**src/rtl/xcw_pkg.sv**
```systemverilog
// Shared constants, header layout and state encoding for the chain walker.
// Assumes a 4 KB byte-addressed space held as 32-bit words.
package xcw_pkg;

    localparam int OFF_W       = 12;
    localparam int WADDR_W     = OFF_W - 2;
    localparam int SZ_W        = OFF_W + 1;
    localparam int SUM_W       = OFF_W + 2;
    localparam int ID_W        = 16;
    localparam int VER_W       = 4;
    localparam int WORD_W      = OFF_W + VER_W + ID_W;
    localparam int KEEP_W      = VER_W + ID_W;
    localparam int SPACE_BYTES = 1 << OFF_W;
    localparam int HDR_BYTES   = 8;

    localparam logic [OFF_W-1:0] LIST_BASE = OFF_W'(256);
    localparam logic [OFF_W-1:0] LAST_HDR  = OFF_W'(SPACE_BYTES - HDR_BYTES);

    // Header word: link in the top field, then version, then identifier.
    typedef struct packed {
        logic [OFF_W-1:0] nxt;
        logic [VER_W-1:0] ver;
        logic [ID_W-1:0]  id;
    } xhdr_t;

    typedef enum logic [2:0] {
        ST_IDLE,
        ST_ISSUE,
        ST_CHECK,
        ST_PATCH,
        ST_HEAD
    } xstate_t;

    // True when an offset may hold a header: dword aligned and inside the window.
    function automatic logic off_legal(input logic [OFF_W-1:0] o);
        return (o[1:0] == 2'b00) && (o >= LIST_BASE) && (o <= LAST_HDR);
    endfunction

endpackage

```
**src/rtl/xcw_hdr_decode.sv**
```systemverilog
// Splits one header word and classifies it against the walk target.
// Pure combinational; assumes the word is the header stored at at_off.
module xcw_hdr_decode
    import xcw_pkg::*;
(
    input  logic [WORD_W-1:0] word,
    input  logic [OFF_W-1:0]  at_off,
    input  logic [ID_W:0]     want,
    output logic              is_empty,
    output logic              is_hit,
    output logic              is_tail,
    output logic              link_bad,
    output logic [OFF_W-1:0]  link,
    output logic [KEEP_W-1:0] keep_lo
);

    xhdr_t hdr;

    // Reinterpret the raw word as header fields.
    always_comb hdr = xhdr_t'(word);

    // Classify the header for the walk controller.
    always_comb begin
        is_empty = (at_off == LIST_BASE) && (word == '0);
        is_hit   = !want[ID_W] && (hdr.id == want[ID_W-1:0]);
        link     = hdr.nxt;
        is_tail  = (hdr.nxt == '0);
        link_bad = !off_legal(hdr.nxt);
        keep_lo  = {hdr.ver, hdr.id};
    end

endmodule

```
**src/rtl/xcw_step_guard.sv**
```systemverilog
// Counts headers already followed in the current walk and flags the last
// permitted step. Assumes clr and adv are never asserted together.
module xcw_step_guard #(
    parameter int MAX_STEPS = 960
) (
    input  logic clk,
    input  logic rst_n,
    input  logic clr,
    input  logic adv,
    output logic at_limit
);

    localparam int CNT_W = $clog2(MAX_STEPS + 1);
    localparam logic [CNT_W-1:0] LIMIT = CNT_W'(MAX_STEPS - 1);

    logic [CNT_W-1:0] cnt_q;

    // Step counter: cleared on a new operation, bumped on each link taken.
    always_ff @(posedge clk) begin
        if (!rst_n)   cnt_q <= '0;
        else if (clr) cnt_q <= '0;
        else if (adv) cnt_q <= cnt_q + 1'b1;
    end

    // The read being decoded is the final one allowed.
    always_comb at_limit = (cnt_q >= LIMIT);

endmodule

```
**src/rtl/xcw_req_check.sv**
```systemverilog
// Validates an append request before any RAM access is made.
// Pure combinational; size is in bytes.
module xcw_req_check
    import xcw_pkg::*;
(
    input  logic [OFF_W-1:0] off,
    input  logic [SZ_W-1:0]  size,
    output logic             bad
);

    logic [SUM_W-1:0] end_byte;

    // Range and alignment test on the requested placement.
    always_comb begin
        end_byte = {2'b00, off} + {1'b0, size};
        bad = (off[1:0] != 2'b00)
           || (off < LIST_BASE)
           || (size < SZ_W'(HDR_BYTES))
           || (end_byte > SUM_W'(SPACE_BYTES));
    end

endmodule

```
**src/rtl/xcap_chain_walker.sv**
```systemverilog
// Walks the capability header chain in configuration RAM, one dword per
// step, to find an ID or the tail, and can append a new header at the tail.
// Assumes a RAM with one-cycle read latency and write-on-strobe behaviour.
module xcap_chain_walker
    import xcw_pkg::*;
#(
    parameter int MAX_STEPS = 960
) (
    input  logic               clk,
    input  logic               rst_n,
    input  logic               op_start,
    input  logic               op_append,
    input  logic [ID_W:0]      op_id,
    input  logic [VER_W-1:0]   op_ver,
    input  logic [OFF_W-1:0]   op_off,
    input  logic [SZ_W-1:0]    op_size,
    output logic               busy,
    output logic               done,
    output logic               found,
    output logic               err,
    output logic [OFF_W-1:0]   res_off,
    output logic [OFF_W-1:0]   res_prev,
    output logic               ram_rd,
    output logic               ram_wr,
    output logic [WADDR_W-1:0] ram_addr,
    output logic [WORD_W-1:0]  ram_wdata,
    input  logic [WORD_W-1:0]  ram_rdata
);

    xstate_t            st_q;
    logic               app_q;
    logic [ID_W:0]      tgt_q;
    logic [OFF_W-1:0]   cur_q;
    logic [OFF_W-1:0]   prev_q;
    logic [OFF_W-1:0]   new_off_q;
    xhdr_t              new_hdr_q;
    logic [KEEP_W-1:0]  tail_lo_q;
    logic               done_q;
    logic               found_q;
    logic               err_q;
    logic [OFF_W-1:0]   res_off_q;
    logic [OFF_W-1:0]   res_prev_q;

    logic               is_empty;
    logic               is_hit;
    logic               is_tail;
    logic               link_bad;
    logic [OFF_W-1:0]   link;
    logic [KEEP_W-1:0]  keep_lo;
    logic               at_limit;
    logic               req_bad;
    logic               accept;
    logic               follow;
    xhdr_t              patched;

    xcw_hdr_decode u_dec (
        .word     (ram_rdata),
        .at_off   (cur_q),
        .want     (tgt_q),
        .is_empty (is_empty),
        .is_hit   (is_hit),
        .is_tail  (is_tail),
        .link_bad (link_bad),
        .link     (link),
        .keep_lo  (keep_lo)
    );

    xcw_req_check u_req (
        .off  (op_off),
        .size (op_size),
        .bad  (req_bad)
    );

    xcw_step_guard #(.MAX_STEPS(MAX_STEPS)) u_guard (
        .clk      (clk),
        .rst_n    (rst_n),
        .clr      (accept),
        .adv      (follow),
        .at_limit (at_limit)
    );

    // Start acceptance and link-follow decisions.
    always_comb begin
        accept = (st_q == ST_IDLE) && op_start;
        follow = (st_q == ST_CHECK) && !is_empty && !is_hit && !is_tail
              && !link_bad && !at_limit;
    end

    // Tail header with only its link field replaced.
    always_comb begin
        patched     = xhdr_t'({OFF_W'(0), tail_lo_q});
        patched.nxt = new_off_q;
    end

    // RAM port drive from the current state.
    always_comb begin
        ram_rd    = (st_q == ST_ISSUE);
        ram_wr    = (st_q == ST_PATCH) || (st_q == ST_HEAD);
        ram_addr  = cur_q[OFF_W-1:2];
        ram_wdata = new_hdr_q;
        if (st_q == ST_PATCH) begin
            ram_addr  = prev_q[OFF_W-1:2];
            ram_wdata = patched;
        end else if (st_q == ST_HEAD) begin
            ram_addr  = new_off_q[OFF_W-1:2];
        end
    end

    // Sequencer: latch request, walk, patch tail, write header, report.
    always_ff @(posedge clk) begin
        if (!rst_n) begin
            st_q       <= ST_IDLE;
            app_q      <= 1'b0;
            tgt_q      <= '0;
            cur_q      <= '0;
            prev_q     <= '0;
            new_off_q  <= '0;
            new_hdr_q  <= '0;
            tail_lo_q  <= '0;
            done_q     <= 1'b0;
            found_q    <= 1'b0;
            err_q      <= 1'b0;
            res_off_q  <= '0;
            res_prev_q <= '0;
        end else begin
            done_q <= 1'b0;
            case (st_q)
                ST_IDLE: begin
                    if (op_start) begin
                        app_q         <= op_append;
                        tgt_q         <= op_append ? {1'b1, ID_W'(0)} : op_id;
                        new_off_q     <= op_off;
                        new_hdr_q.nxt <= '0;
                        new_hdr_q.ver <= op_ver;
                        new_hdr_q.id  <= op_id[ID_W-1:0];
                        cur_q         <= LIST_BASE;
                        prev_q        <= '0;
                        if (op_append && req_bad) begin
                            done_q     <= 1'b1;
                            found_q    <= 1'b0;
                            err_q      <= 1'b1;
                            res_off_q  <= '0;
                            res_prev_q <= '0;
                        end else if (op_append && (op_off == LIST_BASE)) begin
                            st_q <= ST_HEAD;
                        end else begin
                            st_q <= ST_ISSUE;
                        end
                    end
                end
                ST_ISSUE: st_q <= ST_CHECK;
                ST_CHECK: begin
                    if (is_empty) begin
                        st_q       <= ST_IDLE;
                        done_q     <= 1'b1;
                        found_q    <= 1'b0;
                        err_q      <= app_q;
                        res_off_q  <= '0;
                        res_prev_q <= '0;
                    end else if (is_hit) begin
                        st_q       <= ST_IDLE;
                        done_q     <= 1'b1;
                        found_q    <= 1'b1;
                        err_q      <= 1'b0;
                        res_off_q  <= cur_q;
                        res_prev_q <= prev_q;
                    end else if (is_tail) begin
                        if (app_q) begin
                            tail_lo_q <= keep_lo;
                            prev_q    <= cur_q;
                            st_q      <= ST_PATCH;
                        end else begin
                            st_q       <= ST_IDLE;
                            done_q     <= 1'b1;
                            found_q    <= 1'b0;
                            err_q      <= 1'b0;
                            res_off_q  <= '0;
                            res_prev_q <= cur_q;
                        end
                    end else if (link_bad || at_limit) begin
                        st_q       <= ST_IDLE;
                        done_q     <= 1'b1;
                        found_q    <= 1'b0;
                        err_q      <= 1'b1;
                        res_off_q  <= '0;
                        res_prev_q <= '0;
                    end else begin
                        prev_q <= cur_q;
                        cur_q  <= link;
                        st_q   <= ST_ISSUE;
                    end
                end
                ST_PATCH: st_q <= ST_HEAD;
                ST_HEAD: begin
                    st_q       <= ST_IDLE;
                    done_q     <= 1'b1;
                    found_q    <= 1'b0;
                    err_q      <= 1'b0;
                    res_off_q  <= new_off_q;
                    res_prev_q <= prev_q;
                end
                default: st_q <= ST_IDLE;
            endcase
        end
    end

    // Output mapping.
    always_comb begin
        busy     = (st_q != ST_IDLE);
        done     = done_q;
        found    = found_q;
        err      = err_q;
        res_off  = res_off_q;
        res_prev = res_prev_q;
    end

endmodule

```
**config.mk**
```make
export PLATFORM = sky130hd
export DESIGN_NAME = xcap_chain_walker
export DESIGN_NICKNAME = d
export VERILOG_FILES = /design/src/rtl/xcw_pkg.sv /design/src/rtl/xcw_hdr_decode.sv /design/src/rtl/xcw_step_guard.sv /design/src/rtl/xcw_req_check.sv /design/src/rtl/xcap_chain_walker.sv
export SDC_FILE = /design/constraint.sdc
export NUM_CORES = 1
export LEC_CHECK = 0
export BUFFER_PORTS_ARGS = -buffer_cell sky130_fd_sc_hd__buf_2
export CAP_MARGIN = 20
export CORE_MARGIN = 5
export CORE_UTILIZATION = 50
export DETAILED_ROUTE_END_ITERATION = 7
export PLACE_DENSITY_LB_ADDON = 0.25
export SETUP_SLACK_MARGIN = 0.2
export SLEW_MARGIN = 10
export SYNTH_ARGS = -nofsm -noshare
export SYNTH_HDL_FRONTEND = slang
export SYNTH_SLANG_ARGS = --single-unit
```
**constraint.sdc**
```tcl
create_clock -name clk -period 2.7 [get_ports clk]
set_clock_uncertainty 0.2 [all_clocks]
set_input_delay 0.135 -clock clk [delete_from_list [all_inputs] [get_ports clk]]
set_output_delay 0.135 -clock clk [all_outputs]
set_load 0.03 [all_outputs]
```
==> reports/results.ini <==
[finish]
area_growth_pct = 44.5
nFillCells = 1089
layout.cells.non_filler = 1337
nets = 1240
drive_gt1_share_pct = 26.8
most-common-layout-cells = nand2_1, buf_2, dfxtp_1, dlygate4sd3_1, buf_4
layout_commonest_cell = nand2_1
utilization_pct = 73.2

[sta]
hold_violations = 0
clock.fmax_mhz = 396
rsz0062_at_grt = yes
tightest_slew_ns = 0.536
fin_crit_ns = 2.53
slew_violations = 0
max_slew_margin_pct = 64.2
post-route-period-util_pct = 93.6
setup-violations-final = 0

[drt]
vias = 7384
wirelength_um = 22300
wl_per_cell_um = 16.7
first_iter_violations = 683
first_pass_iters = 5
remaining_drc_errors = 0
ant_nets = 0
vias_per_cell = 5.52

[status]
outcome = finished clean

[logic_synthesis]
synth_area_um2 = 6980
synth_ff_type = dfxtp_1
seq_area_frac_synth_pct = 38.5
yosys_warnings = 0
syn-num-nets = 970
synth.distinct_cells = 61
yosysTopAreaCell = dfxtp_1
ys_ff_latch = 134
synth_edf_count = 0
synth_top_area_share_pct = 38.5
synth_area_leaders = dfxtp_1, nand2_1, a21boi_0
avgSynthCellArea_um2 = 7.98
ys_async_sr_fraction_pct = 0
synth_cells = 874

[worst_setup_path]
slowest_stage = a311o_1
end_kind = flop
cp_max_fo = 13
crit_family = compound AO/OA/AOI/OAI gates
worstPathCellList = buf_2 > ha_1 > nand2_1 > o31a_1 > a21o_1 > or2_0 > a311o_1 > o2111a_1 > or2_4 > clkbuf_16 > o211a_1
arrival_ns = 2.64
crit_buf_inv = 2
crit_path_max_incr_delay_ns = 0.33
r2r_cells = 9
path_class = primary input to flop
worstSetupStartpointType = primary input
path_depth = 11
critPathRequiredTime_ns = 2.81

[pwr]
ir_worst_vdd_v = 0.000376
switchingPower_mw = 1.45
leakage_nw = 4.33
swShare_pct = 25.8
powerDensity_nw_per_um2 = 558
power_frac_seq_pct = 37.4
p_total_mw = 5.63
clkPwrFrac_pct = 44.8
internal_power_mw = 4.17
comb_power_share_pct = 17.8

[grt]
gr-usage-all-layers_pct = 25.9
grt_first_pass_wirelength_um = 34300
grt_max_degree = 59
grt_pass1_vias = 6922
grt-ovfl-total = 0
antenna_found_initial = 3

[worst_hold_path]
min_path_cells = 5
worstHoldPathType = primary input to flop

[floorplan]
core_area_um2 = 13800
rows = 43
ioPinCount = 154
dieArea_um2 = 16400
start_util_pct = 50.7
die_w_um = 128
dieHeight_um = 128

[placement]
dp_hpwl_um = 14500
portBuffers = 153
placedCellCount = 1220
gp_congestion = 0.935

[clocking]
cts_root_buf = clkbuf_16
clk_pin_slew_ns = 0.06
clkLatencyLatePin_ns = 0.42
clock_path_buffers = 2
cts_tree = done
cts_made_buffers = 17
cts_max_level = 4
cts.sinks = 134

[flow_run]
maxCapViolCount = 0

[what timing repair did]
item / 4_1_cts / 5_1_grt
endpoints found under the hold margin: 82 / 0
cloned: 0 / 2
setup endpoints to repair: 42 / 75
hold buffers: 74 / 0
gates resized for setup: 8 / 30
pin swaps: 5 / 12
buffers inserted: 3 / 6
[cells by family (layout without fill, tap and decap cells)]
| kind of cell | after synthesis | count (layout) | share of synthesized area, % |
|---|---|---|---|
| AND/OR/NAND/NOR | 412 | 412 | 27.7 |
| AO/OA/AOI/OAI | 196 | 196 | 20.5 |
| flip-flops | 134 | 134 | 38.5 |
| buffers and inverters | 66 | 348 | 3.82 |
| XOR/XNOR | 27 | 27 | 3.39 |
| multiplexers | 25 | 25 | 3.59 |
| adder cells (fa/ha/maj) | 14 | 14 | 2.62 |
| other | 0 | 1 | 0 |
[layout make-up]
cell class              instances  area [µm²]  area share, %
clock buffers                  18         439           4.36
well taps                     180         225           2.23
inverters                       9        33.8          0.335
multi-input cells             674        4250           42.1
flip-flops and latches        134        2680           26.6
repair buffers                308        2250           22.3
diodes                          1        2.50         0.0248
clock inverters                13         203           2.01
[state kept, by name (all words and copies together) (netlist names)]
signal and count:
app_q 1, new_hdr_q 20, prev_q 12, found 1
res_off 12, cur_q 12, done 1, err 1
res_prev 12, tgt_q 17, st_q 3, tail_lo_q 20
new_off_q 12, u_guard.cnt_q 10
[cell usage after synthesis, types with 2 or more instances]
cell type / instances
and4_1: 2
nor4b_1: 3
nand2b_1: 7
ha_1: 13
a21boi_1: 3
and2_1: 13
a21boi_0: 67
a21o_1: 3
nor3_1: 8
and3_1: 6
o32ai_1: 2
clkbuf_1: 51
nor4_1: 13
a211oi_1: 6
or3_1: 3
nand2_1: 236
mux2i_1: 25
o21ai_1: 13
xnor2_1: 21
nand4_1: 16
nor3b_1: 3
or2_2: 10
a311o_1: 2
nand3_1: 22
a211o_1: 2
nor2_1: 27
nand3b_1: 17
inv_1: 9
o21ai_0: 21
a22oi_1: 22
a22o_1: 12
xor2_1: 6
nor2b_1: 20
a21oi_1: 14
dfxtp_1: 134
buf_6: 2
o21a_1: 2
buf_2: 3
o211a_1: 12
o211ai_1: 2
[through the flow]
step	setup TNS (ns)	worst slack, ns	area [µm²]	hold WS [ns]
after global placement	-4.22	-0.222	8400	0.185
after global routing	0	0.107	10100	0.0482
after CTS	0	0.200	9850	0.0118
final	0	0.172	10100	0.0271
after detailed placement	-5.14	-0.255	8400	0.197
after floorplan	-0.260	-0.0433	7040	0.0799
[tightest hold or removal path: stages]
cell and delay (ns):
buf_2 0.11, inv_1 0.12, a211oi_1 0.06, nand2_1 0.09
o32ai_1 0.07
[power groups by stage]
stage | logic (mW) | registers [mW] | clock network (mW)
after detailed placement | 0.833 | 2.14 | 0
after floorplan | 0.460 | 2.18 | 0
after global placement | 0.824 | 2.14 | 0
final | 1.00 | 2.11 | 2.52
after CTS | 0.929 | 2.10 | 2.54
after global routing | 1.08 | 2.11 | 2.64
[layer usage]
metal	wire length [µm]	global-route usage, %	vias up
met3	1840	6.71	42
met5	25	0	-
li1	-	-	3584
met4	437	8.61	4
met2	10700	42.4	286
met1	9350	33.4	3468
[final timing paths]
kind,from,end,slack (ns)
worst max-delay path,op_off[3],res_prev[4],0.17
worst min register to register,res_off[1],res_off[1],0.24
worst max register to register,u_guard.cnt_q[0],res_prev[4],0.25
worst min-delay path,op_start,st_q[0],0.03
Power figures use the tool's default switching activity.
